## src/rtl/flow_pkg.sv

```systemverilog
package flow_pkg;
    typedef enum logic [1:0] {TX_RUN, TX_DRAIN, TX_HOLD} tx_state_e;
    typedef enum logic {RTS_OPEN, RTS_HALT} rts_state_e;
    typedef enum logic {SC_CLEAR, SC_SEEN} sc_state_e;

    localparam logic [2:0] ADR_CTRL  = 3'd0;
    localparam logic [2:0] ADR_MODE  = 3'd1;
    localparam logic [2:0] ADR_TRIG  = 3'd2;
    localparam logic [2:0] ADR_SCHAR = 3'd3;
    localparam logic [2:0] ADR_DIVL  = 3'd4;
    localparam logic [2:0] ADR_DIVH  = 3'd5;
endpackage

```

## src/rtl/flow_regs.sv

```systemverilog
module flow_regs
    import flow_pkg::*;
#(
    parameter int DATA_W = 8,
    parameter int ADDR_W = 3
) (
    input  logic                clk,
    input  logic                rst_n,
    input  logic                wr_en,
    input  logic [ADDR_W-1:0]   wr_addr,
    input  logic [DATA_W-1:0]   wr_data,
    output logic                cts_en,
    output logic                rts_en,
    output logic                sc_en,
    output logic                sw_rts,
    output logic [DATA_W-1:0]   trig,
    output logic [DATA_W-1:0]   schar,
    output logic [2*DATA_W-1:0] baud_div
);
    logic enh_en;
    logic sleep_q;

    always_ff @(posedge clk or negedge rst_n) begin
        if (!rst_n) begin
            cts_en   <= 1'b0;
            rts_en   <= 1'b0;
            sc_en    <= 1'b0;
            enh_en   <= 1'b0;
            sw_rts   <= 1'b0;
            sleep_q  <= 1'b0;
            trig     <= '0;
            schar    <= '0;
            baud_div <= '0;
        end else if (wr_en) begin
            unique case (wr_addr)
                ADR_CTRL: begin
                    cts_en <= wr_data[7];
                    rts_en <= wr_data[6];
                    sc_en  <= wr_data[5];
                    enh_en <= wr_data[4];
                end
                ADR_MODE: begin
                    sw_rts <= wr_data[0];
                    if (enh_en) sleep_q <= wr_data[1];
                end
                ADR_TRIG:  if (enh_en) trig <= wr_data;
                ADR_SCHAR: schar <= wr_data;
                ADR_DIVL:  if (!sleep_q) baud_div[DATA_W-1:0] <= wr_data;
                ADR_DIVH:  if (!sleep_q) baud_div[2*DATA_W-1:DATA_W] <= wr_data;
                default: ;
            endcase
        end
    end


    trig_gate_chk: assert property (@(posedge clk) disable iff (!rst_n)
        (!enh_en && wr_en && wr_addr == ADR_TRIG) |=> $stable(trig));


    div_sleep_chk: assert property (@(posedge clk) disable iff (!rst_n)
        (sleep_q && wr_en && (wr_addr == ADR_DIVL || wr_addr == ADR_DIVH)) |=> $stable(baud_div));
endmodule

```

## src/rtl/cts_gate.sv

```systemverilog
module cts_gate
    import flow_pkg::*;
#(
    parameter int SYNC_STAGES = 2
) (
    input  logic clk,
    input  logic rst_n,
    input  logic cts_en,
    input  logic cts_pin,
    input  logic tx_idle,
    output logic tx_permit
);
    logic [SYNC_STAGES-1:0] sync_q;
    logic                   cts_s;
    tx_state_e              state_q, state_d;

    always_ff @(posedge clk or negedge rst_n) begin
        if (!rst_n) sync_q <= '0;
        else        sync_q <= {sync_q[SYNC_STAGES-2:0], cts_pin};
    end
    assign cts_s = sync_q[SYNC_STAGES-1];

    always_ff @(posedge clk or negedge rst_n) begin
        if (!rst_n) state_q <= TX_RUN;
        else        state_q <= state_d;
    end

    always_comb begin
        state_d = state_q;
        unique case (state_q)
            TX_RUN:   if (cts_en && cts_s) state_d = tx_idle ? TX_HOLD : TX_DRAIN;
            TX_DRAIN: if (!cts_en || !cts_s) state_d = TX_RUN;
                      else if (tx_idle)      state_d = TX_HOLD;
            TX_HOLD:  if (!cts_en || !cts_s) state_d = TX_RUN;
            default:  state_d = TX_RUN;
        endcase
    end

    always_comb begin
        tx_permit = (state_q != TX_HOLD);
    end


    permit_fall_chk: assert property (@(posedge clk) disable iff (!rst_n)
        $fell(tx_permit) |-> $past(tx_idle));


    permit_off_chk: assert property (@(posedge clk) disable iff (!rst_n)
        (!cts_en && $past(!cts_en)) |-> tx_permit);
endmodule

```

## src/rtl/rts_hyst.sv

```systemverilog
module rts_hyst
    import flow_pkg::*;
#(
    parameter int CNT_W = 7,
    parameter int NIB_W = 4
) (
    input  logic               clk,
    input  logic               rst_n,
    input  logic               rts_en,
    input  logic               sw_rts,
    input  logic [2*NIB_W-1:0] trig,
    input  logic [CNT_W-1:0]   fifo_cnt,
    output logic               rts_pin
);
    localparam int LVL_W = NIB_W + 2;

    logic [CNT_W-1:0] halt_lvl, resume_lvl;
    rts_state_e       state_q, state_d;

    assign halt_lvl   = CNT_W'({trig[NIB_W-1:0], 2'b00});
    assign resume_lvl = CNT_W'({trig[2*NIB_W-1:NIB_W], 2'b00});

    always_ff @(posedge clk or negedge rst_n) begin
        if (!rst_n) state_q <= RTS_OPEN;
        else        state_q <= state_d;
    end

    always_comb begin
        state_d = state_q;
        if (!rts_en) begin
            state_d = RTS_OPEN;
        end else begin
            unique case (state_q)
                RTS_OPEN: if (fifo_cnt >= halt_lvl) state_d = RTS_HALT;
                RTS_HALT: if (fifo_cnt <= resume_lvl && fifo_cnt < halt_lvl) state_d = RTS_OPEN;
                default:  state_d = RTS_OPEN;
            endcase
        end
    end

    always_comb begin
        rts_pin = rts_en ? (state_q == RTS_HALT) : sw_rts;
    end


    rts_rise_chk: assert property (@(posedge clk) disable iff (!rst_n)
        ($rose(rts_pin) && rts_en && $past(rts_en)) |-> $past(fifo_cnt >= halt_lvl));


    rts_fall_chk: assert property (@(posedge clk) disable iff (!rst_n)
        ($fell(rts_pin) && rts_en && $past(rts_en)) |-> $past(fifo_cnt <= resume_lvl));

    initial begin
        lvl_fit_chk: assert (LVL_W <= CNT_W);
    end
endmodule

```

## src/rtl/spec_char_det.sv

```systemverilog
module spec_char_det
    import flow_pkg::*;
#(
    parameter int DATA_W = 8
) (
    input  logic              clk,
    input  logic              rst_n,
    input  logic              sc_en,
    input  logic [DATA_W-1:0] schar,
    input  logic              rx_valid,
    input  logic [DATA_W-1:0] rx_data,
    input  logic              isr_rd,
    output logic              sc_irq
);
    logic      rd_q;
    logic      hit;
    logic      clr;
    sc_state_e state_q, state_d;

    assign hit = sc_en && rx_valid && (rx_data == schar);
    assign clr = isr_rd && !rd_q;

    always_ff @(posedge clk or negedge rst_n) begin
        if (!rst_n) begin
            state_q <= SC_CLEAR;
            rd_q    <= 1'b0;
        end else begin
            state_q <= state_d;
            rd_q    <= isr_rd;
        end
    end

    always_comb begin
        state_d = state_q;
        unique case (state_q)
            SC_CLEAR: if (hit)         state_d = SC_SEEN;
            SC_SEEN:  if (clr && !hit) state_d = SC_CLEAR;
            default:  state_d = SC_CLEAR;
        endcase
    end

    always_comb begin
        sc_irq = (state_q == SC_SEEN);
    end


    irq_set_chk: assert property (@(posedge clk) disable iff (!rst_n)
        $rose(sc_irq) |-> $past(sc_en && rx_valid && rx_data == schar));


    irq_clr_chk: assert property (@(posedge clk) disable iff (!rst_n)
        ($rose(isr_rd) && !(sc_en && rx_valid && rx_data == schar)) |=> !sc_irq);
endmodule

```

## src/rtl/uart_flow_ctrl.sv

```systemverilog
module uart_flow_ctrl
    import flow_pkg::*;
#(
    parameter int DATA_W      = 8,
    parameter int ADDR_W      = 3,
    parameter int FIFO_DEPTH  = 64,
    parameter int SYNC_STAGES = 2,
    localparam int CNT_W      = $clog2(FIFO_DEPTH + 1)
) (
    input  logic                clk,
    input  logic                rst_n,
    input  logic                cts_pin,
    input  logic                tx_idle,
    output logic                tx_permit,
    input  logic [CNT_W-1:0]    rx_fifo_cnt,
    output logic                rts_pin,
    input  logic                rx_valid,
    input  logic [DATA_W-1:0]   rx_data,
    output logic                rx_fifo_wr,
    input  logic                wr_en,
    input  logic [ADDR_W-1:0]   wr_addr,
    input  logic [DATA_W-1:0]   wr_data,
    input  logic                isr_rd,
    output logic                sc_irq,
    output logic [2*DATA_W-1:0] baud_div
);
    logic              cts_en, rts_en, sc_en, sw_rts;
    logic [DATA_W-1:0] trig, schar;

    flow_regs #(.DATA_W(DATA_W), .ADDR_W(ADDR_W)) regs_i (
        .clk(clk), .rst_n(rst_n), .wr_en(wr_en), .wr_addr(wr_addr), .wr_data(wr_data),
        .cts_en(cts_en), .rts_en(rts_en), .sc_en(sc_en), .sw_rts(sw_rts),
        .trig(trig), .schar(schar), .baud_div(baud_div)
    );

    cts_gate #(.SYNC_STAGES(SYNC_STAGES)) cts_i (
        .clk(clk), .rst_n(rst_n), .cts_en(cts_en), .cts_pin(cts_pin),
        .tx_idle(tx_idle), .tx_permit(tx_permit)
    );

    rts_hyst #(.CNT_W(CNT_W), .NIB_W(DATA_W/2)) rts_i (
        .clk(clk), .rst_n(rst_n), .rts_en(rts_en), .sw_rts(sw_rts),
        .trig(trig), .fifo_cnt(rx_fifo_cnt), .rts_pin(rts_pin)
    );

    spec_char_det #(.DATA_W(DATA_W)) sc_i (
        .clk(clk), .rst_n(rst_n), .sc_en(sc_en), .schar(schar),
        .rx_valid(rx_valid), .rx_data(rx_data), .isr_rd(isr_rd), .sc_irq(sc_irq)
    );

    assign rx_fifo_wr = rx_valid;


    fifo_wr_chk: assert property (@(posedge clk) disable iff (!rst_n)
        (rx_valid && sc_en && rx_data == schar) |-> rx_fifo_wr);
endmodule

```

## config.mk

```make
export PLATFORM = sky130hd
export DESIGN_NAME = uart_flow_ctrl
export DESIGN_NICKNAME = d
export VERILOG_FILES = /design/src/rtl/flow_pkg.sv /design/src/rtl/flow_regs.sv /design/src/rtl/cts_gate.sv /design/src/rtl/rts_hyst.sv /design/src/rtl/spec_char_det.sv /design/src/rtl/uart_flow_ctrl.sv
export SDC_FILE = /design/constraint.sdc
export NUM_CORES = 1
export LEC_CHECK = 0
export ABC_AREA = 0
export BUFFER_PORTS_ARGS = -buffer_cell sky130_fd_sc_hd__buf_4
export CAP_MARGIN = 10
export CORE_UTILIZATION = 56
export DETAILED_ROUTE_END_ITERATION = 8
export PLACE_DENSITY = 0.85
export SETUP_SLACK_MARGIN = 0.1
export SKIP_CTS_REPAIR_TIMING = 1
export SYNTH_ARGS = -nofsm -noshare
export SYNTH_HDL_FRONTEND = slang
export SYNTH_SLANG_ARGS = --single-unit
```

## constraint.sdc

```tcl
create_clock -name clk -period 4 [get_ports clk]
set_clock_uncertainty 0.05 [all_clocks]
set_input_delay 0.4 -clock clk [delete_from_list [all_inputs] [get_ports clk]]
set_output_delay 0.4 -clock clk [all_outputs]
set_load 0.005 [all_outputs]
```

==> out/metrics.csv, run 1 <==
stage;metric;value;unit
sta;timing.final.setup_violations;0;
global_routing;grt_max_degree;46;
placed_design;gp_congestion;0.774;
floorplanning;die_w;62.1;um
yosys;synthesis.area_per_instance;13.0;um2
sta;post-route-period-util;0.437;
floorplanning;core.rowCount;21;
sta;slew-limit-headroom;0.618;
final_layout;synthToLayoutAreaGrowth;23.7;%
placed_design;dp_hpwl;3.10;mm
worst_setup_path;worstSetupPathType;flop to flop;
final_layout;finish.net_count;252;
global_routing;gr_met3_demand_resource;0.0386;
worst_setup_path;crit_buf_inv;0;
sta;setup_repair_after_global_routing_missed_its_margin;false;
detailed_routing;drt-vias-per-instance;5.53;
clocking;tritoncts_clock_tree;built;
yosys;netlist-cell-type-count;28;
global_routing;grt_use_total;0.239;
clocking;cts-buffers-inserted;5;
placed_design;io_buffer_count;52;
sta;slew_worst_pin;0.568;ns
global_routing;grt_most_used_layer;met2;
yosys;synth-warning-count;0;
final_layout;regArea;0.00113;mm2
final_layout;antenna_cells;0;
sta;finalHoldWorstSlack;-0.0376;ns
flow_run;maxCapViolCount;0;
floorplanning;dieHeight;62.1;um
worst_setup_path;rrSetupSlack;2.25;ns
global_routing;remaining_global_route_overflow;0;
sta;finalCriticalPeriod;1.75;ns
status;run_status;finished, violations left;
floorplanning;top_level_ports;53;
detailed_routing;via_count;1427;
floorplanning;floorplan.core_area;0.00339;mm2
detailed_routing;ant_nets;0;
clocking;cts.path.max_buffers;2;
yosys;post_synth_instance_area;0.00202;mm2
floorplanning;initial_core_util;0.597;
final_layout;layout_common_cells;sky130_fd_sc_hd__buf_4 (52), sky130_fd_sc_hd__dfrtp_1 (45), sky130_fd_sc_hd__mux2_2 (25), sky130_fd_sc_hd__nand2_1 (11), sky130_fd_sc_hd__o21ai_0 (10);
clocking;clkSinkCount;45;
worst_setup_path;critical_path.max_stage_delay;0.57;ns
global_routing;antenna_violations_before_repair;0;
worst_setup_path;cp_cell_sequence;ha_1 > or4b_2 > a21oi_1 > o41ai_1 > o21ai_0;
yosys;synth_top_area_cell;sky130_fd_sc_hd__dfrtp_1;
power_and_ir_drop;leakage;0.00121;uW
yosys;proportion_of_synthesized_chip_area_in_sequential_cells;0.557;
power_and_ir_drop;vdd_drop_max;0.000308;V
yosys;netlist_instances;156;
global_routing;met1_usage;0.310;
yosys;synth_largest_type_area_fraction;0.557;
hold_path;min_path_type;input pin to async pin;
detailed_routing;firstDrtPassIters;4;
worst_setup_path;critical_path.endpoint_type;flop;
clocking;clk_latency;0.34;ns
final_layout;filler_instances;224;
worst_setup_path;slowest_stage;sky130_fd_sc_hd__or4b_2;
final_layout;multiInputGateArea;847;um2
worst_setup_path;worst_ep_required_time;4.20;ns
yosys;post_synth_main_area_contributors;sky130_fd_sc_hd__dfrtp_1 (56%), sky130_fd_sc_hd__mux2_2 (14%), sky130_fd_sc_hd__mux2_4 (5.9%), sky130_fd_sc_hd__ha_1 (4.9%), sky130_fd_sc_hd__o21ai_0 (2.5%);
power_and_ir_drop;power_density;493;mW/mm2
final_layout;final_area;0.00250;mm2
worst_setup_path;timing.critical_path.fanout_max;2;
worst_setup_path;crit_family;simple AND/OR/NAND/NOR gates;
sta;tns_setup;0;ns
clocking;ctsHtreeMaxLevel;2;
detailed_routing;wirelength;4.08;mm
global_routing;grt.met2_usage;0.415;
yosys;synth_net_count;197;
placed_design;placed_cell_area;0.00245;mm2
clocking;path_clk_slew;0.14;ns
detailed_routing;detail_route.drc_violations;0;
final_layout;post_route_cells_drive_above_1_share;0.443;
detailed_routing;routedWlPerCell;15.8;um
clocking;cts-root-buf;sky130_fd_sc_hd__clkbuf_4;
sta;final_slew_viol_count;0;
final_layout;layout_commonest_cell;sky130_fd_sc_hd__buf_4;
worst_setup_path;crit_arrival;1.94;ns
worst_setup_path;startpoint_type;flop;
sta;final_hold_viol_count;45;
floorplanning;fp.dieArea;0.00386;mm2
detailed_routing;initial_drc_count;57;
status;violations;hold timing;
global_routing;grt_first_pass_wirelength;7.07;mm
sta;clock.fmax;572;MHz
global_routing;first_global_vias;1477;
yosys;ys_ff_latch;45;
## routing by layer
| layer | vias up | part of all wire |
|---|---|---|
| met3 | 7 | 0.044 |
| met5 | - | 0 |
| met1 | 711 | 0.44 |
| met2 | 54 | 0.50 |
| li1 | 655 | - |
| met4 | 0 | 0.012 |
## through the flow
stage | power, uW | setup slack, ns | util | instances
2_1_floorplan | 848 | 2.33 | - | 156
3_3_place_gp | 1010 | 2.17 | 0.723 | 250
3_5_place_dp | 1040 | 2.15 | 0.723 | 250
4_1_cts | 1240 | 2.27 | 0.738 | 258
5_1_grt | 1310 | 2.15 | 0.738 | 258
6_report | 1230 | 2.25 | 0.738 | 258
## flip-flops by register name, summed over array words and instances (netlist names), 2 cells and up
signal           count
regs_i.trig          8
cts_i.sync_q         2
cts_i.state_q        2
regs_i.baud_div     16
regs_i.schar         8
## synthesized netlist by cell type (all sizes together)
| cell type | number |
|---|---|
| mux2 | 33 |
| nand4 | 1 |
| a211oi | 1 |
| and4b | 1 |
| nand2b | 4 |
| or4 | 1 |
| nor2b | 1 |
| nand3 | 5 |
| dfrtp | 45 |
| xor2 | 4 |
| ha | 8 |
| or4b | 1 |
| clkbuf | 2 |
| inv | 8 |
| nand2 | 11 |
| o41ai | 1 |
| a21oi | 2 |
| o21ai | 10 |
| nand3b | 1 |
| o211ai | 1 |
| xnor2 | 4 |
| nor4 | 1 |
| nor3 | 4 |
| nor2 | 4 |
| buf | 2 |
## final cells by class
| class | count | share of cell area |
|---|---|---|
| flip-flops and latches | 45 | 0.450 |
| inverters | 8 | 0.0120 |
| clock buffers | 6 | 0.0165 |
| repair buffers | 52 | 0.156 |
| well taps | 46 | 0.0230 |
| clock inverters | 2 | 0.00400 |
| multi-input cells | 99 | 0.338 |
## kinds of logic (layout without fill, tap and decap cells)
kind of cell	count (synthesis)	count (layout)	synth area share
compound gates	15	15	0.0414
xor+xnor	8	8	0.0346
fa+ha+maj	8	8	0.0495
buf+inv	12	68	0.0247
flops	45	45	0.557
mux	33	33	0.199
simple gates	35	35	0.0946
## final timing paths
kind	start	end	depth (start not counted)
worst max register to register	regs_i.trig[0]$_DFFE_PN0P_	rts_i.state_q$_DFF_PN0_	5
worst min register to register	cts_i.sync_q[0]$_DFF_PN0_	cts_i.sync_q[1]$_DFF_PN0_	0
worst max-delay path	regs_i.trig[0]$_DFFE_PN0P_	rts_i.state_q$_DFF_PN0_	5
min in group clk	cts_pin	cts_i.sync_q[0]$_DFF_PN0_	1
max in group asynchronous	rst_n	regs_i.cts_en$_DFFE_PN0P_	1
worst min-delay path	rst_n	regs_i.baud_div[3]$_DFFE_PN0P_	1
## power by group
part / total [uW] / switching, uW / internal [uW]
combinational: 378 / 147 / 231
sequential: 652 / 75.7 / 576
clock: 204 / 137 / 67.2
total: 1230 / 360 / 874
Note: power is estimated with default switching activity, not from simulation.
==> run 2, diff against run 1 <==
Settings changed: CORE_UTILIZATION 56 to 47, PLACE_DENSITY 0.85 to 0.76.
Clock period 4 ns to 1.6 ns, I/O delays scaled along.
==> out/metrics.csv, run 2 (synthesis results as in run 1) <==
stage;metric;value;unit;change
worst_setup_path;worstSetupPathType;flop to flop;;
final_layout;finish.net_count;262;;+4.0%
power_and_ir_drop;power_density;1270;mW/mm2;+160%
final_layout;layout_commonest_cell;sky130_fd_sc_hd__buf_4;;
final_layout;layout_common_cells;sky130_fd_sc_hd__buf_4 (57), sky130_fd_sc_hd__dfrtp_1 (45), sky130_fd_sc_hd__mux2_2 (25), sky130_fd_sc_hd__nand2_1 (11), sky130_fd_sc_hd__o21ai_0 (9);;
global_routing;grt_use_total;0.210;;-0.0294
worst_setup_path;critPathLaunch;regs_i.sleep_q$_DFFE_PN0P_;;
power_and_ir_drop;share_clk_of_total_power;0.226;;+0.060
clocking;clkSinkCount;45;;unchanged
clocking;cts.path.max_buffers;2;;unchanged
power_and_ir_drop;power.share.sequential;0.481;;-0.047
detailed_routing;detail_route.drc_violations;0;;unchanged
worst_setup_path;rrSetupSlack;0.09;ns;-2.16 ns
clocking;cts-root-buf;sky130_fd_sc_hd__clkbuf_8;;
detailed_routing;ant_nets;0;;unchanged
floorplanning;initial_core_util;0.499;;-0.0983
power_and_ir_drop;vdd_drop_max;0.000688;V;+120%
worst_setup_path;startpoint_type;flop;;
final_layout;fin_util;0.655;;-0.0833
detailed_routing;initial_drc_count;57;;unchanged
sta;final_slew_viol_count;0;;unchanged
floorplanning;fp.dieArea;0.00457;mm2;+19%
clocking;clk_latency;0.29;ns;-0.05 ns
clocking;ctsHtreeMaxLevel;2;;unchanged
global_routing;remaining_global_route_overflow;0;;unchanged
placed_design;io_buffer_count;52;;unchanged
hold_path;worstHoldEndpoint;regs_i.trig[2]$_DFFE_PN0P_;;
detailed_routing;via_count;1415;;-0.84%
worst_setup_path;timing.critical_path.fanout_max;8;;+6
final_layout;filler_instances;322;;+44%
final_layout;register_with_the_highest_flop_count;regs_i.baud_div;;
floorplanning;dieHeight;67.6;um;+8.9%
power_and_ir_drop;swShare;0.277;;-0.0147
hold_path;hold_path_startpoint;wr_data[2];;
worst_setup_path;worst_r2r_startpoint;regs_i.sleep_q$_DFFE_PN0P_;;
worst_setup_path;worst_ep_required_time;1.72;ns;-2.48 ns
worst_setup_path;reg2regPathDepth;3;;-2
worst_setup_path;crit-reg2reg-capture;regs_i.baud_div[1]$_DFFE_PN0P_;;
sta;finalCriticalPeriod;1.51;ns;-0.240 ns
global_routing;first_global_vias;1513;;+2.4%
flow_run;maxCapViolCount;0;;unchanged
sta;final_hold_viol_count;0;;-100%
global_routing;antenna_violations_before_repair;0;;unchanged
final_layout;biggest_regs;regs_i.baud_div (16), regs_i.schar (8), regs_i.trig (8);;
sta;setup_repair_after_global_routing_missed_its_margin;true;;
global_routing;grt_max_degree;46;;unchanged
power_and_ir_drop;leakage;0.00128;uW;+6.2%
sta;slew_worst_pin;0.557;ns;-0.0110 ns
hold_path;min_path_type;input pin to flop;;
final_layout;synthToLayoutAreaGrowth;31.4;%;
clocking;path_clk_slew;0.08;ns;-0.06 ns
power_and_ir_drop;power.combinational.fraction;0.293;;-0.013
status;run_status;completed;;
worst_setup_path;crit_arrival;1.63;ns;-0.31 ns
placed_design;gp_congestion;0.765;;-1.2%
detailed_routing;drt-vias-per-instance;5.20;;-5.9%
sta;slew-limit-headroom;0.629;;+0.0103
power_and_ir_drop;cellInternalPower;2440;uW;+180%
clocking;cts-buffers-inserted;5;;unchanged
sta;clock.fmax;664;MHz;+16%
floorplanning;die_w;67.6;um;+8.9%
clocking;tritoncts_clock_tree;built;;
global_routing;grt_first_pass_wirelength;6.87;mm;-2.7%
floorplanning;top_level_ports;53;;unchanged
floorplanning;floorplan.core_area;0.00406;mm2;+20%
final_layout;post_route_cells_drive_above_1_share;0.464;;+0.0206
sta;post-route-period-util;0.942;;+0.505
detailed_routing;routedWlPerCell;16.2;um;+2.2%
sta;timing.final.setup_violations;0;;unchanged
sta;tns_setup;0;ns;unchanged
worst_setup_path;critical_path.endpoint_type;flop;;
final_layout;antenna_cells;0;;unchanged
detailed_routing;wirelength;4.40;mm;+7.7%
hold_path;min_delay_path_depth;3;;
floorplanning;core.rowCount;23;;+9.5%
detailed_routing;firstDrtPassIters;6;;+2
final_layout;max_reg_flops;16;;unchanged
power_and_ir_drop;switchingPower;934;uW;+160%
placed_design;dp_hpwl;3.38;mm;+9.1%
-- run 2: worst max-delay path by stage --
stage	slack [ns]	cells past startpoint	endpoint
final	0.09	3	regs_i.baud_div[1]$_DFFE_PN0P_
after global routing	0.04	5	rts_i.state_q$_DFF_PN0_
after CTS	0.07	5	rts_i.state_q$_DFF_PN0_
after detailed placement	0.08	3	regs_i.baud_div[4]$_DFFE_PN0P_
after global placement	0.12	3	regs_i.baud_div[5]$_DFFE_PN0P_
after floorplan	0.11	3	regs_i.baud_div[0]$_DFFE_PN0P_
-- run 2: power groups by stage --
stage | Clock, uW | Combinational, uW | Sequential (uW)
after global placement | 0 | 928 | 1620
after CTS | 771 | 988 | 1620
after detailed placement | 0 | 984 | 1640
after floorplan | 0 | 518 | 1610
final | 760 | 989 | 1620
after global routing | 803 | 1110 | 1660
-- run 2: metal layers --
layer,share of wire,GRT usage,up-vias
li1,-,-,674
met1,0.43,0.251,703
met2,0.53,0.380,33
met4,0.0098,0.0638,0
met3,0.037,0.0355,5
met5,0,0,-
-- run 2: final cells by class --
| type | instances | area (um2) | area share |
|---|---|---|---|
| Inverter | 8 | 30.0 | 0.0113 |
| Clock buffer | 7 | 96.3 | 0.0363 |
| Sequential cell | 45 | 1130 | 0.424 |
| Multi-Input combinational cell | 99 | 858 | 0.323 |
| Timing Repair Buffer | 62 | 479 | 0.180 |
| Tap cell | 50 | 62.6 | 0.0235 |
| Clock inverter | 1 | 5.00 | 0.00188 |
-- run 2: through the flow --
step | cell area, um2 | worst slack [ns] | std cells | total power [uW] | hold slack, ns
6_report | 2660 | 0.0933 | 272 | 3370 | 0.0624
5_1_grt | 2660 | 0.0372 | 272 | 3570 | 0.0647
4_1_cts | 2610 | 0.0652 | 268 | 3380 | -0.173
3_5_place_dp | 2500 | 0.0787 | 260 | 2630 | 0.142
3_3_place_gp | 2500 | 0.117 | 260 | 2550 | 0.131
2_1_floorplan | 2030 | 0.107 | 156 | 2130 | -0.186
-- run 2: critical path: stages (launching register included) --
cell	delay, ns
sky130_fd_sc_hd__dfrtp_1	0.39
sky130_fd_sc_hd__or4_4	0.48
sky130_fd_sc_hd__buf_6	0.17
sky130_fd_sc_hd__mux2_4	0.30
==> run 3, diff against run 2 <==
Settings changed: ABC_AREA 0 to 1.
==> out/metrics.csv, run 3 <==
stage;metric;value;unit;change
status;run_status;completed;;
floorplanning;top_level_ports;53;;unchanged
detailed_routing;detail_route.drc_violations;0;;unchanged
yosys;synth-warning-count;0;;unchanged
hold_path;min_path_type;input pin to flop;;
clocking;clkSinkCount;45;;unchanged
yosys;post_synth_instance_area;0.00206;mm2;+2.0%
global_routing;grt_use_total;0.211;;+0.00147
clocking;cts.path.max_buffers;2;;unchanged
yosys;synth_enable_flop_cells;0;;unchanged
worst_setup_path;worstSetupPathType;flop to flop;;
sta;final_slew_viol_count;0;;unchanged
detailed_routing;firstDrtPassIters;4;;-2
sta;setup_ws;0.313;ns;+0.220 ns
clocking;cts-root-buf;sky130_fd_sc_hd__clkbuf_8;;
sta;post-route-period-util;0.804;;-0.137
placed_design;dp_hpwl;3.19;mm;-5.8%
floorplanning;core.rowCount;23;;unchanged
placed_design;io_buffer_count;52;;unchanged
floorplanning;initial_core_util;0.501;;+0.00276
floorplanning;die_w;68.3;um;+0.95%
global_routing;first_global_vias;1580;;+4.4%
final_layout;finish.net_count;340;;+30%
floorplanning;fp.dieArea;0.00466;mm2;+1.9%
power_and_ir_drop;power_density;1230;mW/mm2;-3.0%
yosys;netlist_top_cells_count;sky130_fd_sc_hd__nand2_1 (69), sky130_fd_sc_hd__dfrtp_1 (45), sky130_fd_sc_hd__o21ai_0 (40);;
worst_setup_path;worst_path_most_repeated_cell;sky130_fd_sc_hd__nand2_1;;
global_routing;grt_first_pass_wirelength;6.96;mm;+1.3%
yosys;synth_async_sr_flop_share;1.00;;unchanged
worst_setup_path;timing.critical_path.fanout_max;2;;-6
worst_setup_path;critical_path.endpoint_type;flop;;
worst_setup_path;worst_ep_required_time;1.73;ns;about the same
yosys;proportion_of_synthesized_chip_area_in_sequential_cells;0.546;;-0.0108
global_routing;grt_max_degree;46;;unchanged
power_and_ir_drop;vdd_drop_max;0.000622;V;-9.6%
yosys;synth_largest_type_area_fraction;0.546;;-0.0108
yosys;synth_net_count;281;;+43%
clocking;cts-buffers-inserted;5;;unchanged
yosys;netlist-cell-type-count;21;;-25%
detailed_routing;wirelength;4.25;mm;-3.4%
final_layout;layout_commonest_cell;sky130_fd_sc_hd__nand2_1;;
clocking;tritoncts_clock_tree;built;;
clocking;path_clk_slew;0.08;ns;about the same
clocking;ctsHtreeMaxLevel;2;;unchanged
sta;tns_setup;0;ns;unchanged
power_and_ir_drop;leakage;0.00140;uW;+9.2%
final_layout;post_route_cells_drive_above_1_share;0.223;;-0.241
final_layout;antenna_cells;0;;unchanged
worst_setup_path;slowest_stage;sky130_fd_sc_hd__dfrtp_1;;
floorplanning;dieHeight;68.3;um;+0.95%
clocking;clk_latency;0.30;ns;about the same
yosys;post_synth_main_area_contributors;sky130_fd_sc_hd__dfrtp_1 (55%), sky130_fd_sc_hd__nand2_1 (13%), sky130_fd_sc_hd__o21ai_0 (9.7%), sky130_fd_sc_hd__inv_1 (6.4%), sky130_fd_sc_hd__ha_1 (4.9%);;
detailed_routing;drt-vias-per-instance;4.77;;-8.2%
detailed_routing;ant_nets;0;;unchanged
floorplanning;floorplan.core_area;0.00412;mm2;+1.4%
final_layout;register_with_the_highest_flop_count;regs_i.baud_div;;
yosys;synth_top_area_cell;sky130_fd_sc_hd__dfrtp_1;;
yosys;netlist_instances;240;;+54%
global_routing;antenna_violations_before_repair;0;;unchanged
placed_design;placement.setup.worst_slack;0.229;ns;+0.150 ns
detailed_routing;routedWlPerCell;12.1;um;-25%
detailed_routing;via_count;1671;;+18%
sta;final_hold_viol_count;0;;unchanged
worst_setup_path;critical_path.max_stage_delay;0.36;ns;-0.12 ns
final_layout;filler_instances;363;;+13%
yosys;synthesis.area_per_instance;8.60;um2;-34%
yosys;ys_ff_latch;45;;unchanged
yosys;post-synth-top-count-cell;sky130_fd_sc_hd__nand2_1;;
final_layout;max_reg_flops;16;;unchanged
detailed_routing;initial_drc_count;94;;+65%
global_routing;remaining_global_route_overflow;0;;unchanged
final_layout;layout_common_cells;sky130_fd_sc_hd__nand2_1 (69), sky130_fd_sc_hd__buf_4 (53), sky130_fd_sc_hd__dfrtp_1 (45), sky130_fd_sc_hd__o21ai_0 (40), sky130_fd_sc_hd__inv_1 (35);;
sta;timing.final.setup_violations;0;;unchanged
sta;finalCriticalPeriod;1.29;ns;-0.220 ns
sta;clock.fmax;777;MHz;+17%
final_layout;biggest_regs;regs_i.baud_div (16), regs_i.schar (8), regs_i.trig (8);;
sta;slew_worst_pin;0.549;ns;-0.00792 ns
flow_run;maxCapViolCount;0;;unchanged
final_layout;fin_util;0.644;;-0.0107
final_layout;synthToLayoutAreaGrowth;28.5;%;
sta;setup_repair_after_global_routing_missed_its_margin;false;;
worst_setup_path;cp_cell_sequence;inv_1 > ha_1 > nand2_1 > nand2_1 > nand2_1 > nand2_1 > a21oi_1 > a21oi_1;;
worst_setup_path;startpoint_type;flop;;
worst_setup_path;crit_arrival;1.42;ns;-0.21 ns
sta;slew-limit-headroom;0.634;;+0.00528
yosys;postSynth.topFlopCell;sky130_fd_sc_hd__dfrtp_1;;
placed_design;gp_congestion;0.814;;+6.4%
[run 3: path summary, 6_finish.rpt]
check                                           start                        endpoint  slack, ns  depth (start not counted)
min reg2reg                 cts_i.sync_q[0]$_DFF_PN0_       cts_i.sync_q[1]$_DFF_PN0_       0.30                          0
max                        regs_i.trig[2]$_DFFE_PN0P_         rts_i.state_q$_DFF_PN0_       0.31                          8
min in group asynchronous                       rst_n       regs_i.cts_en$_DFFE_PN0P_       0.35                          2
max in group asynchronous                       rst_n  regs_i.baud_div[4]$_DFFE_PN0P_       0.78                          2
max reg2reg                regs_i.trig[2]$_DFFE_PN0P_         rts_i.state_q$_DFF_PN0_       0.31                          8
min                                        wr_data[6]      regs_i.trig[6]$_DFFE_PN0P_       0.02                          3
[run 3: routing by layer]
metal	vias up	global-route usage	routed length, um
met1	760	0.268	1990
met4	0	0.0964	75
li1	865	-	-
met3	7	0.0433	163
met2	39	0.344	2020
met5	-	0	0
[run 3: power breakdown]
part | internal [uW] | leakage (uW) | switching, uW
combinational | 424 | 0.000785 | 417
sequential | 1400 | 0.000557 | 146
clock | 509 | 0.0000585 | 364
total | 2340 | 0.00140 | 927
[run 3: layout make-up]
class                           instances  area (um2)  area share
Clock buffer                            7        86.3      0.0326
Clock inverter                          1        30.0      0.0113
Inverter                               36         135      0.0510
Multi-Input combinational cell        154         773       0.292
Sequential cell                        45        1130       0.425
Tap cell                               50        62.6      0.0236
Timing Repair Buffer                   57         438       0.165
[run 3: logic make-up after synthesis]
logic type / share of synthesized area
AND/OR/NAND/NOR: 0.191
XOR/XNOR: 0.0127
adder cells (fa/ha/maj): 0.0485
buffers and inverters: 0.0819
AO/OA/AOI/OAI: 0.120
flip-flops: 0.546
[run 3: per-stage QoR]
| step | area (um2) | power (uW) | hold WS (ns) | instances |
|---|---|---|---|---|
| after floorplan | 2060 | 2010 | -0.186 | 240 |
| after global placement | 2490 | 2380 | 0.136 | 338 |
| after detailed placement | 2490 | 2410 | 0.145 | 338 |
| after CTS | 2610 | 3290 | -0.180 | 346 |
| after global routing | 2650 | 3500 | 0.0127 | 350 |
| final | 2650 | 3260 | 0.0157 | 350 |
[run 3: worst max-delay path, delay by kind of cell, from the launching register on]
kind / cells / cell delay, ns
AOI/OAI and AO/OA: 2 / 0.23
adders and majority gates: 1 / 0.24
buffers and inverters: 1 / 0.07
DFF: 1 / 0.36
and+or+nand+nor: 4 / 0.22
